--- src/rtl/msg_stamp_pkg.sv ---
// Package: shared constants and the buffer direction type for the stamp unit.
// Assumes stamps are a whole number of bytes wide.
package msg_stamp_pkg;
    localparam int STAMP_W_DEF = 16;
    localparam int NUM_RX_DEF  = 3;
    localparam int NUM_TX_DEF  = 3;
    localparam int BYTE_W      = 8;

    typedef enum logic {
        DIR_RX = 1'b0,
        DIR_TX = 1'b1
    } buf_dir_e;
endpackage

--- src/rtl/stamp_counter.sv ---
// Module: stamp_counter
// A free-running bit-time counter. It steps on each tick, wraps silently
// and is cleared while init mode is high.
// Assumes the tick is a single-clock pulse that is already synchronous.
module stamp_counter #(
    parameter int W = 16
) (
    input  logic         clk,
    input  logic         rst_n,
    input  logic         tick,
    input  logic         init,
    output logic [W-1:0] count
);
    // Counter register: clear on reset or init, else step on tick.
    always_ff @(posedge clk) begin
        if (!rst_n) begin
            count <= '0;
        end else if (init) begin
            count <= '0;
        end else if (tick) begin
            count <= count + W'(1);
        end
    end

    assert_init_clear_R3: assert property (@(posedge clk) disable iff (!rst_n)
        init |=> (count == '0));

    assert_tick_step_R1: assert property (@(posedge clk) disable iff (!rst_n)
        (!init && tick) |=> (count == W'($past(count) + W'(1))));

    assert_idle_hold_R1: assert property (@(posedge clk) disable iff (!rst_n)
        (!init && !tick) |=> $stable(count));

    assert_wrap_zero_R2: assert property (@(posedge clk) disable iff (!rst_n)
        (!init && tick && (count == '1)) |=> (count == '0));
endmodule

--- src/rtl/stamp_bank.sv ---
// Module: stamp_bank
// Holds the stamp registers for one direction (receive or transmit).
// Each entry loads the capture value when its strobe is high and sets its
// valid bit. Reset clears both, which stands in for the undefined value.
// Assumes at most one strobe is high on any clock.
module stamp_bank #(
    parameter int N = 3,
    parameter int W = 16
) (
    input  logic                clk,
    input  logic                rst_n,
    input  logic [N-1:0]        cap_vec,
    input  logic [W-1:0]        cap_value,
    output logic [N-1:0][W-1:0] stamp_q,
    output logic [N-1:0]        valid_q
);
    for (genvar g = 0; g < N; g++) begin : g_entry
        // Entry register: load the stamp and mark it valid on a capture strobe.
        always_ff @(posedge clk) begin
            if (!rst_n) begin
                stamp_q[g] <= '0;
                valid_q[g] <= 1'b0;
            end else if (cap_vec[g]) begin
                stamp_q[g] <= cap_value;
                valid_q[g] <= 1'b1;
            end
        end

        assert_entry_hold_R4: assert property (@(posedge clk) disable iff (!rst_n)
            !cap_vec[g] |=> ($stable(stamp_q[g]) && $stable(valid_q[g])));

        assert_entry_load_R4: assert property (@(posedge clk) disable iff (!rst_n)
            cap_vec[g] |=> (valid_q[g] && (stamp_q[g] == $past(cap_value))));
    end
endmodule

--- src/rtl/stamp_read_port.sv ---
// Module: stamp_read_port
// The CPU read path. It picks one stamp byte and zeroes reads that are not
// allowed. A receive stamp needs its valid bit. A transmit stamp needs its
// valid bit, its empty flag and its select bit.
// Assumes the high byte is the top BYTE_W bits of the stamp.
module stamp_read_port #(
    parameter int NUM_RX  = 3,
    parameter int NUM_TX  = 3,
    parameter int STAMP_W = 16,
    parameter int IDX_W   = 2,
    parameter int BYTE_W  = 8
) (
    input  logic [NUM_RX-1:0][STAMP_W-1:0] rx_stamp,
    input  logic [NUM_RX-1:0]              rx_valid,
    input  logic [NUM_TX-1:0][STAMP_W-1:0] tx_stamp,
    input  logic [NUM_TX-1:0]              tx_valid,
    input  logic [NUM_TX-1:0]              tx_empty,
    input  logic [NUM_TX-1:0]              tx_sel,
    input  logic                           rd_is_tx,
    input  logic [IDX_W-1:0]               rd_idx,
    input  logic                           rd_hi,
    output logic [BYTE_W-1:0]              rd_data
);
    logic [STAMP_W-1:0] word;
    logic               allowed;

    // Word select and access gate for the addressed buffer.
    always_comb begin
        word    = '0;
        allowed = 1'b0;
        if (rd_is_tx) begin
            for (int i = 0; i < NUM_TX; i++) begin
                if (rd_idx == IDX_W'(i)) begin
                    word    = tx_stamp[i];
                    allowed = tx_valid[i] & tx_empty[i] & tx_sel[i];
                end
            end
        end else begin
            for (int i = 0; i < NUM_RX; i++) begin
                if (rd_idx == IDX_W'(i)) begin
                    word    = rx_stamp[i];
                    allowed = rx_valid[i];
                end
            end
        end
    end

    // Byte lane select; a read that is not allowed returns zero.
    always_comb begin
        if (!allowed) begin
            rd_data = '0;
        end else if (rd_hi) begin
            rd_data = word[STAMP_W-1 -: BYTE_W];
        end else begin
            rd_data = word[BYTE_W-1:0];
        end
    end
endmodule

--- src/rtl/msg_stamp_unit.sv ---
// Module: msg_stamp_unit (top)
// The time stamp unit of a bus message controller. On a good end of frame,
// with stamping enabled, it loads the bit-time counter into the active
// buffer's stamp. Stamps are read one byte at a time through a gated port.
// Assumes eof_pulse lasts one clock and that the active-buffer fields are
// stable on that clock.
module msg_stamp_unit #(
    parameter int STAMP_W = msg_stamp_pkg::STAMP_W_DEF,
    parameter int NUM_RX  = msg_stamp_pkg::NUM_RX_DEF,
    parameter int NUM_TX  = msg_stamp_pkg::NUM_TX_DEF,
    parameter int IDX_W   = 2
) (
    input  logic                      clk,
    input  logic                      rst_n,
    input  logic                      bit_tick,
    input  logic                      init_mode,
    input  logic                      stamp_en,
    input  logic                      eof_pulse,
    input  logic                      eof_ok,
    input  logic                      act_is_tx,
    input  logic [IDX_W-1:0]          act_idx,
    input  logic [NUM_TX-1:0]         tx_empty,
    input  logic [NUM_TX-1:0]         tx_sel,
    input  logic                      cpu_wr_en,
    input  logic [msg_stamp_pkg::BYTE_W-1:0] cpu_wr_data,
    input  logic                      rd_is_tx,
    input  logic [IDX_W-1:0]          rd_idx,
    input  logic                      rd_hi,
    output logic [msg_stamp_pkg::BYTE_W-1:0] rd_data
);
    import msg_stamp_pkg::*;

    logic [STAMP_W-1:0]             count;
    logic                           cap_any;
    buf_dir_e                       act_dir;
    logic [NUM_RX-1:0]              rx_cap;
    logic [NUM_TX-1:0]              tx_cap;
    logic [NUM_RX-1:0][STAMP_W-1:0] rx_stamp;
    logic [NUM_RX-1:0]              rx_valid;
    logic [NUM_TX-1:0][STAMP_W-1:0] tx_stamp;
    logic [NUM_TX-1:0]              tx_valid;
    logic                           wr_unused_sink;

    // The stamp registers have no write path; CPU writes end here.
    assign wr_unused_sink = cpu_wr_en | (|cpu_wr_data);

    stamp_counter #(.W(STAMP_W)) u_counter (
        .clk   (clk),
        .rst_n (rst_n),
        .tick  (bit_tick),
        .init  (init_mode),
        .count (count)
    );

    // Capture qualifier: a good end of frame with stamping enabled.
    assign cap_any = eof_pulse & eof_ok & stamp_en;
    assign act_dir = buf_dir_e'(act_is_tx);

    for (genvar g = 0; g < NUM_RX; g++) begin : g_rx_dec
        assign rx_cap[g] = cap_any && (act_dir == DIR_RX) && (act_idx == IDX_W'(g));
    end
    for (genvar g = 0; g < NUM_TX; g++) begin : g_tx_dec
        assign tx_cap[g] = cap_any && (act_dir == DIR_TX) && (act_idx == IDX_W'(g));
    end

    stamp_bank #(.N(NUM_RX), .W(STAMP_W)) u_rx_bank (
        .clk       (clk),
        .rst_n     (rst_n),
        .cap_vec   (rx_cap),
        .cap_value (count),
        .stamp_q   (rx_stamp),
        .valid_q   (rx_valid)
    );

    stamp_bank #(.N(NUM_TX), .W(STAMP_W)) u_tx_bank (
        .clk       (clk),
        .rst_n     (rst_n),
        .cap_vec   (tx_cap),
        .cap_value (count),
        .stamp_q   (tx_stamp),
        .valid_q   (tx_valid)
    );

    stamp_read_port #(
        .NUM_RX  (NUM_RX),
        .NUM_TX  (NUM_TX),
        .STAMP_W (STAMP_W),
        .IDX_W   (IDX_W),
        .BYTE_W  (BYTE_W)
    ) u_read (
        .rx_stamp (rx_stamp),
        .rx_valid (rx_valid),
        .tx_stamp (tx_stamp),
        .tx_valid (tx_valid),
        .tx_empty (tx_empty),
        .tx_sel   (tx_sel),
        .rd_is_tx (rd_is_tx),
        .rd_idx   (rd_idx),
        .rd_hi    (rd_hi),
        .rd_data  (rd_data)
    );

    assert_single_target_R4: assert property (@(posedge clk) disable iff (!rst_n)
        $onehot0({rx_cap, tx_cap}));

    assert_disabled_hold_R5: assert property (@(posedge clk) disable iff (!rst_n)
        !stamp_en |=> ($stable(rx_stamp) && $stable(tx_stamp)));

    assert_bad_frame_hold_R6: assert property (@(posedge clk) disable iff (!rst_n)
        !eof_ok |=> ($stable(rx_stamp) && $stable(tx_stamp)));

    assert_write_ignored_R11: assert property (@(posedge clk) disable iff (!rst_n)
        (cpu_wr_en && !cap_any) |=> ($stable(rx_stamp) && $stable(tx_stamp)));

    assert_tx_gate_R9: assert property (@(posedge clk) disable iff (!rst_n)
        (rd_is_tx && ((tx_empty & tx_sel) == '0)) |-> (rd_data == '0));

    assert_rx_unwritten_R10: assert property (@(posedge clk) disable iff (!rst_n)
        (!rd_is_tx && (rx_valid == '0)) |-> (rd_data == '0));

    assert_bad_index_R12: assert property (@(posedge clk) disable iff (!rst_n)
        (!rd_is_tx && (int'(rd_idx) >= NUM_RX)) |-> (rd_data == '0));
endmodule

--- config.mk ---
export PLATFORM = sky130hd
export DESIGN_NAME = msg_stamp_unit
export DESIGN_NICKNAME = d
export VERILOG_FILES = /design/src/rtl/msg_stamp_pkg.sv /design/src/rtl/stamp_counter.sv /design/src/rtl/stamp_bank.sv /design/src/rtl/stamp_read_port.sv /design/src/rtl/msg_stamp_unit.sv
export SDC_FILE = /design/constraint.sdc
export NUM_CORES = 1
export LEC_CHECK = 0
export ABC_AREA = 1
export CORE_ASPECT_RATIO = 0.7
export CORE_MARGIN = 2
export CORE_UTILIZATION = 50
export DETAILED_ROUTE_END_ITERATION = 7
export PLACE_DENSITY = 0.65
export SKIP_CTS_REPAIR_TIMING = 1
export SLEW_MARGIN = 20
export SYNTH_ARGS = -nofsm -noshare
export SYNTH_HDL_FRONTEND = slang
export SYNTH_SLANG_ARGS = --single-unit
--- constraint.sdc ---
create_clock -name clk -period 1.9 [get_ports clk]
set_input_delay 0.19 -clock clk [delete_from_list [all_inputs] [get_ports clk]]
set_output_delay 0.19 -clock clk [all_outputs]
set_load 0.05 [all_outputs]
==> results of run 1 <==
==> report_power, final <==
| part | switching [W] | leakage, nW | total [W] | internal (W) |
|---|---|---|---|---|
| clock network | 0.00105 | 0.275 | 0.00300 | 0.00194 |
| registers | 0.0000122 | 0.954 | 0.00252 | 0.00251 |
| logic | 0.000315 | 1.32 | 0.000525 | 0.000210 |
| total | 0.00138 | 2.54 | 0.00604 | 0.00466 |
==> area by class of cell <==
class	instances	area [um2]
fill	991	4070
clock inverter	4	45.0
multi-input combinational	467	2420
timing repair buffer	69	772
sequential	118	2370
tap	153	191
clock buffer	25	505
inverter	133	517
==> sequential cells by signal, summed over array words and instances, names as in the netlist <==
signal and flops:
u_tx_bank.valid_q 3, u_counter.count 16, u_rx_bank.valid_q 3, u_rx_bank.stamp_q 48
u_tx_bank.stamp_q 48
==> layer usage <==
layer / wire [um] / global-route usage (%) / vias to the layer above / share of wire (%)
li1: - / - / 2576 / -
met1: 7080 / 35.0 / 2387 / 47
met2: 6780 / 40.4 / 137 / 45
met3: 899 / 7.23 / 14 / 6.0
met4: 158 / 7.44 / 0 / 1.1
met5: 0 / 0 / - / 0
==> critical path, stage by stage, from the launching register on <==
cell	delay, ns
sky130_fd_sc_hd__dfxtp_2	0.33
sky130_fd_sc_hd__nand3_2	0.07
sky130_fd_sc_hd__nor2_2	0.11
sky130_fd_sc_hd__nor2_2	0.06
sky130_fd_sc_hd__a21oi_4	0.28
sky130_fd_sc_hd__nand2_1	0.10
sky130_fd_sc_hd__nor2_2	0.18
sky130_fd_sc_hd__buf_12	0.16
==> final timing paths <==
kind | from | to | slack [ns] | cells after the start
max | u_tx_bank.valid_q[1] | rd_data[1] | 0.02 | 7
min | rst_n | u_rx_bank.valid_q[2] | 0.24 | 3
max reg2reg | u_counter.count[5] | u_counter.count[15] | 0.46 | 7
min reg2reg | u_tx_bank.stamp_q[8] | u_tx_bank.stamp_q[8] | 0.44 | 2
==> cells in the final DEF, fill, tap and decap left out, drive strengths merged <==
cell type / count
a31oi: 1
nor2: 48
nand2: 82
buf: 51
and3: 1
nor3: 2
ha: 1
dlymetal6s2s: 3
a21oi: 139
clkinv: 5
bufinv: 1
clkbuf: 25
a21o: 1
nand4: 7
o21ai: 143
inv: 131
dfxtp: 118
nand3b: 1
clkdlybuf4s50: 15
nand3: 39
o211ai: 1
a211oi: 1
==> cells by family (layout without fill, tap and decap cells) <==
group	after synthesis	after routing	synth area share (%)
flops	118	118	42.8
buf+inv	189	231	15.2
compound gates	286	286	26.3
fa+ha+maj	1	1	0.226
simple gates	180	180	15.6
==> per-stage QoR <==
stage / setup slack (ns) / total power (W) / util (%) / cells
3_5_place_dp: -0.225 / 0.00306 / 56.4 / 939
5_1_grt: -0.0619 / 0.00623 / 62.6 / 969
3_3_place_gp: -0.215 / 0.00305 / 56.4 / 939
2_1_floorplan: 0.172 / 0.00287 / - / 774
6_report: 0.0216 / 0.00604 / 62.6 / 969
4_1_cts: -0.234 / 0.00603 / 61.4 / 968
==> results.txt, run 1 <==
----------------------------------------------------
[Synthesis]
  Cells taking the most area after synthesis ... sky130_fd_sc_hd__dfxtp_1, sky130_fd_sc_hd__a21oi_1, sky130_fd_sc_hd__o21ai_0
  Net count of the mapped netlist ... 804
  Most used standard cell by instance count after synthesis ... sky130_fd_sc_hd__a21oi_1
  Yosys Warn Count ... 0
  Post-synth EDFFs ... 0
  Post-synth cell types ... 33
  Async SR Flop Fraction ... 0%
  Proportion of netlist area held by the largest area contributor ... a little over two fifths
  Synth Cell Area ... about 5500 um2
  Cell type with the largest total area after synthesis ... sky130_fd_sc_hd__dfxtp_1
  Main synth FF type ... sky130_fd_sc_hd__dfxtp_1
  Register bit total from synthesis ... about 120
  Instance count of the mapped netlist ... slightly below 800
  Sequential element share of the synthesized area ... between 40% and 50%
  Avg Synthesized Cell Area ... ~7.1 um2
  Commonest cells in the netlist ... sky130_fd_sc_hd__a21oi_1, sky130_fd_sc_hd__inv_1, sky130_fd_sc_hd__dfxtp_1

[STA]
  Number of slew-limit violations in the final report ... 0
  Clk_skew ... between 0.005 and 0.006 ns
  Highest achievable clock rate ... 0.532 GHz
  Total Negative Setup Slacks ... 0 ns
  Number of failing hold endpoints at the final stage ... 0
  Final count of negative-setup-slack endpoints ... 0
  Setup repair after global routing missed its margin ... true
  Tightest hold margin ... between 0.2 and 0.25 ns
  Min Clock Period, post-route ... 1.88 ns
  Max-slew headroom at the worst pin ... a little under half
  Portion of the clock cycle consumed by the worst path in the final layout ... 98.9%
  Slew of the pin with the lowest slew margin ... 0.806 ns

[Route]
  Overall via count from detail_route ... between 5000 and 6000
  Iteration-0 DRC Markers ... 468
  Number of remaining DRC errors ... 0
  Number of iterations in the first detailed-routing pass ... 5
  Mean number of vias per cell ... about 5.3
  Post-route antenna net violation count ... 0
  Final WL ... about 15000 um
  Wire length per cell after detailed routing ... 15.4 um

[Place]
  Cell area after placement ... between 6000 and 7000 um2
  Buffers on Ports ... 27
  Gp weighted congestion ... 0.834
  Half-perimeter wire length of the detailed placement result ... ~10000 um

[Setup path]
  Critical Setup Path Class ... reg2out
  Data required time of the worst path ... 1.71 ns
  Crit end category ... output pin
  Critical Path Start Type ... flip-flop
  Largest fanout on the critical path ... 5
  Endpoint arrival time on the critical path ... 1.69 ns

[Power]
  Leakage power summed over all cells ... between 2 and 3 nW
  Power per unit of standard cell area ... between 800 and 900 nW/um2
  Peak ir drop on the vdd network ... 0.000652 V

[Clock tree]
  Buffer depth of the longest clock path ... 2
  Count of H-tree levels built during CTS ... 4
  Insertion delay of the later-clocked pin in the worst-skew pair ... about 0.40 ns
  Total clock buffers created by CTS ... 17
  Buffer cell driving the clock tree root ... sky130_fd_sc_hd__clkbuf_16
  Post-CTS clock slew at the launch and capture registers of the worst setup and hold paths ... approximately 0.05 ns
  CTS tree ... done
  Clk sinks ... ~120

[Die]
  DIE AREA ... between 10000 and 15000 um2
  Area of the core region ... about 11000 um2
  Vertical extent of the die ... 92.0 um
  Die extent in x ... 130 um
  Number of rows in the core area ... 32
  I/O pin count ... 37
  Initial cell density of the core ... roughly 51%

[Layout]
  Post-route cell area ... 6820 um2
  Diode insertion count for antenna repair ... 0
  Fraction of final layout cells with drive strength greater than 1 ... 15.7%
  Area overhead of the layout relative to synthesis ... 23.5%
  Nets@finish ... 836

[GRT]
  Vias in the first global route ... roughly 4700
  GRT Util Overall ... between 20% and 30%
  Number of antenna violations at the first check in global routing ... 0
  Pin count of the biggest net entering global routing ... a little under 100
  First-pass GRT wire length ... roughly 24000 um
  Overflow after GRT ... 0

[Worst hold path]
  Class of the tightest hold or removal check ... in2reg

[Run]
  Count of max-cap constraint violations ... 0

[Run status]
  Run status ... completed

----------------------------------------------------
(Power assumes the default switching activity.)
==> inputs of run 2 (changes only) <==
- CAP_MARGIN: unset -> 30
- CTS_BUF_LIST: unset -> sky130_fd_sc_hd__clkbuf_8
==> run 2 against run 1 <==
The flow now finishes with violations (setup timing); sequential share of layout area rose by 0.98 points; sequential power barely moved; clock power fell by 29%; first-iteration DRC count fell by 16%; fmax fell by 1.9%; critical path type unchanged; core utilization fell by 1.7 points; power fell by 15%; clock skew rose by 0.0013 ns.
==> results.txt, run 2 (synthesized netlist as in run 1, its figures left out) <==
----------------------------------------------------
[Run status]
  Run status ... finished, violations left
  Failing checks ... setup timing

[Route]
  Mean number of vias per cell ... around 5.2
  Number of remaining DRC errors ... 0
  Iteration-0 DRC Markers ... approximately 400
  Post-route antenna net violation count ... 0
  Wire length per cell after detailed routing ... 15.1 um
  Final WL ... around 15000 um
  Overall via count from detail_route ... around 5100
  Number of iterations in the first detailed-routing pass ... 5

[STA]
  Number of failing hold endpoints at the final stage ... 0
  Setup repair after global routing missed its margin ... true
  Max-slew headroom at the worst pin ... between 40 and 50%
  Slew of the pin with the lowest slew margin ... approximately 0.78 ns
  Highest achievable clock rate ... 0.522 GHz
  Final count of negative-setup-slack endpoints ... 5
  Min Clock Period, post-route ... around 1.9 ns
  Portion of the clock cycle consumed by the worst path in the final layout ... 101%
  Tightest hold margin ... between 0.2 and 0.25 ns
  Clk_skew ... between 0.006 and 0.007 ns
  Final critical-path setup slack ... -0.0157 ns
  Number of slew-limit violations in the final report ... 0

[Die]
  Initial cell density of the core ... about half
  Area of the core region ... about 11000 um2
  Die extent in x ... ~130 um
  I/O pin count ... 37
  DIE AREA ... ~12000 um2
  Vertical extent of the die ... just over 90 um
  Number of rows in the core area ... 32

[Setup path]
  Crit end category ... output pin
  Library cell contributing the largest single delay on the critical path ... sky130_fd_sc_hd__dfxtp_2
  Crit-path most repeated cell ... sky130_fd_sc_hd__nor2_2
  Endpoint arrival time on the critical path ... 1.73 ns
  Delay of the slowest cell on the worst path ... approximately 0.33 ns
  Cell breakdown of the critical path ... nand3_2 > nor2_2 > nor2_2 > a21oi_4 > nand2_1 > nor2_2 > buf_12
  Timing startpoint of the critical path ... u_tx_bank.valid_q[1]
  Data required time of the worst path ... between 1.5 and 2 ns
  Critical Path Start Type ... flip-flop
  Largest fanout on the critical path ... 5
  Critical Setup Path Class ... reg2out
  Reg-to-reg critical path startpoint ... u_counter.count[5]

[GRT]
  Vias in the first global route ... about 4600
  Number of antenna violations at the first check in global routing ... 0
  Pin count of the biggest net entering global routing ... 97
  GRT Util Overall ... around 26%
  First-pass GRT wire length ... roughly 23000 um
  Overflow after GRT ... 0

[Layout]
  Top flop regs ... u_rx_bank.stamp_q: 48 flops, u_tx_bank.stamp_q: 48 flops, u_counter.count: 16 flops
  Area overhead of the layout relative to synthesis ... 20.1%
  Post-route cell area ... between 6000 and 7000 um2
  Fraction of final layout cells with drive strength greater than 1 ... 15.7%
  Commonest non-fill, non-tap cell in the layout ... sky130_fd_sc_hd__a21oi_1
  Leading cell types in the layout, fill and taps excluded ... sky130_fd_sc_hd__a21oi_1, sky130_fd_sc_hd__inv_1, sky130_fd_sc_hd__dfxtp_1
  Nets@finish ... approximately 840
  Diode insertion count for antenna repair ... 0

[Clock tree]
  Count of H-tree levels built during CTS ... 4
  Buffer cell driving the clock tree root ... sky130_fd_sc_hd__clkbuf_8
  Buffer depth of the longest clock path ... 2
  Insertion delay of the later-clocked pin in the worst-skew pair ... between 0.4 and 0.5 ns
  Clk sinks ... between 100 and 150
  Total clock buffers created by CTS ... 17
  Post-CTS clock slew at the launch and capture registers of the worst setup and hold paths ... roughly 0.070 ns
  CTS tree ... done

[Place]
  Cell area after placement ... 6140 um2
  Buffers on Ports ... 27
  Half-perimeter wire length of the detailed placement result ... just under 10000 um
  Gp weighted congestion ... ~0.83
  Setup slack after placement ... -0.225 ns

[Power]
  Peak ir drop on the vdd network ... 0.000499 V
  Leakage power summed over all cells ... roughly 2.5 nW
  Power per unit of standard cell area ... about 800 nW/um2

[Worst hold path]
  Startpoint of the most critical hold path ... rst_n
  Class of the tightest hold or removal check ... in2reg

[Run]
  Count of max-cap constraint violations ... 0

----------------------------------------------------
[run 2: cell count changes in the layout (fill, tap and decap cells not counted), sizes merged]
cell	previous run	this run
clkbuf	25	22
buf	51	52
inv	131	134
[run 2: critical path, delay by kind of cell, from the launching register on]
kind            cells  cell delay [ns]
simple gates        5             0.52
compound gates      1             0.28
buf+inv             1             0.16
flops               1             0.33
[run 2: where the power goes]
group	switching [W]	internal (W)	total (W)
logic	0.000312	0.000211	0.000523
registers	0.0000120	0.00250	0.00252
clock network	0.000959	0.00117	0.00212
[run 2: final cells by class]
cell class	count	area, um2
clock buffer	22	303
clock inverter	7	56.3
fill	1031	4260
inverter	133	517
multi-input combinational	467	2420
sequential	118	2370
tap	153	191
timing repair buffer	70	779
[run 2: metal layers]
layer | vias to the layer above | share of wire [%] | global-route usage (%) | routed length [um]
li1 | 2572 | - | - | -
met1 | 2342 | 48 | 35.0 | 7070
met2 | 115 | 45 | 39.0 | 6540
met3 | 21 | 5.7 | 8.05 | 833
met4 | 0 | 1.4 | 6.90 | 210
met5 | - | 0 | 0 | 0
[run 2: metrics by stage]
step	total power, W	util (%)	instances	TNS (ns)
after floorplan	0.00287	-	774	0
after global placement	0.00305	56.4	939	-1.08
after detailed placement	0.00306	56.4	939	-1.36
after CTS	0.00515	59.7	968	-1.38
after global routing	0.00535	60.9	970	-0.723
final	0.00516	60.9	970	-0.0191
[run 2: final timing paths]
check	to	slack [ns]	depth (start not counted)
max	rd_data[1]	-0.02	7
min	u_tx_bank.valid_q[1]	0.21	3
max reg2reg	u_counter.count[15]	0.45	7
min reg2reg	u_tx_bank.stamp_q[11]	0.45	2
==> inputs of run 3 (changes only) <==
- CAP_MARGIN: 30 -> 20
==> results of run 3 <==
No change in the layout: final DEF, timing and power equal those of run 2.
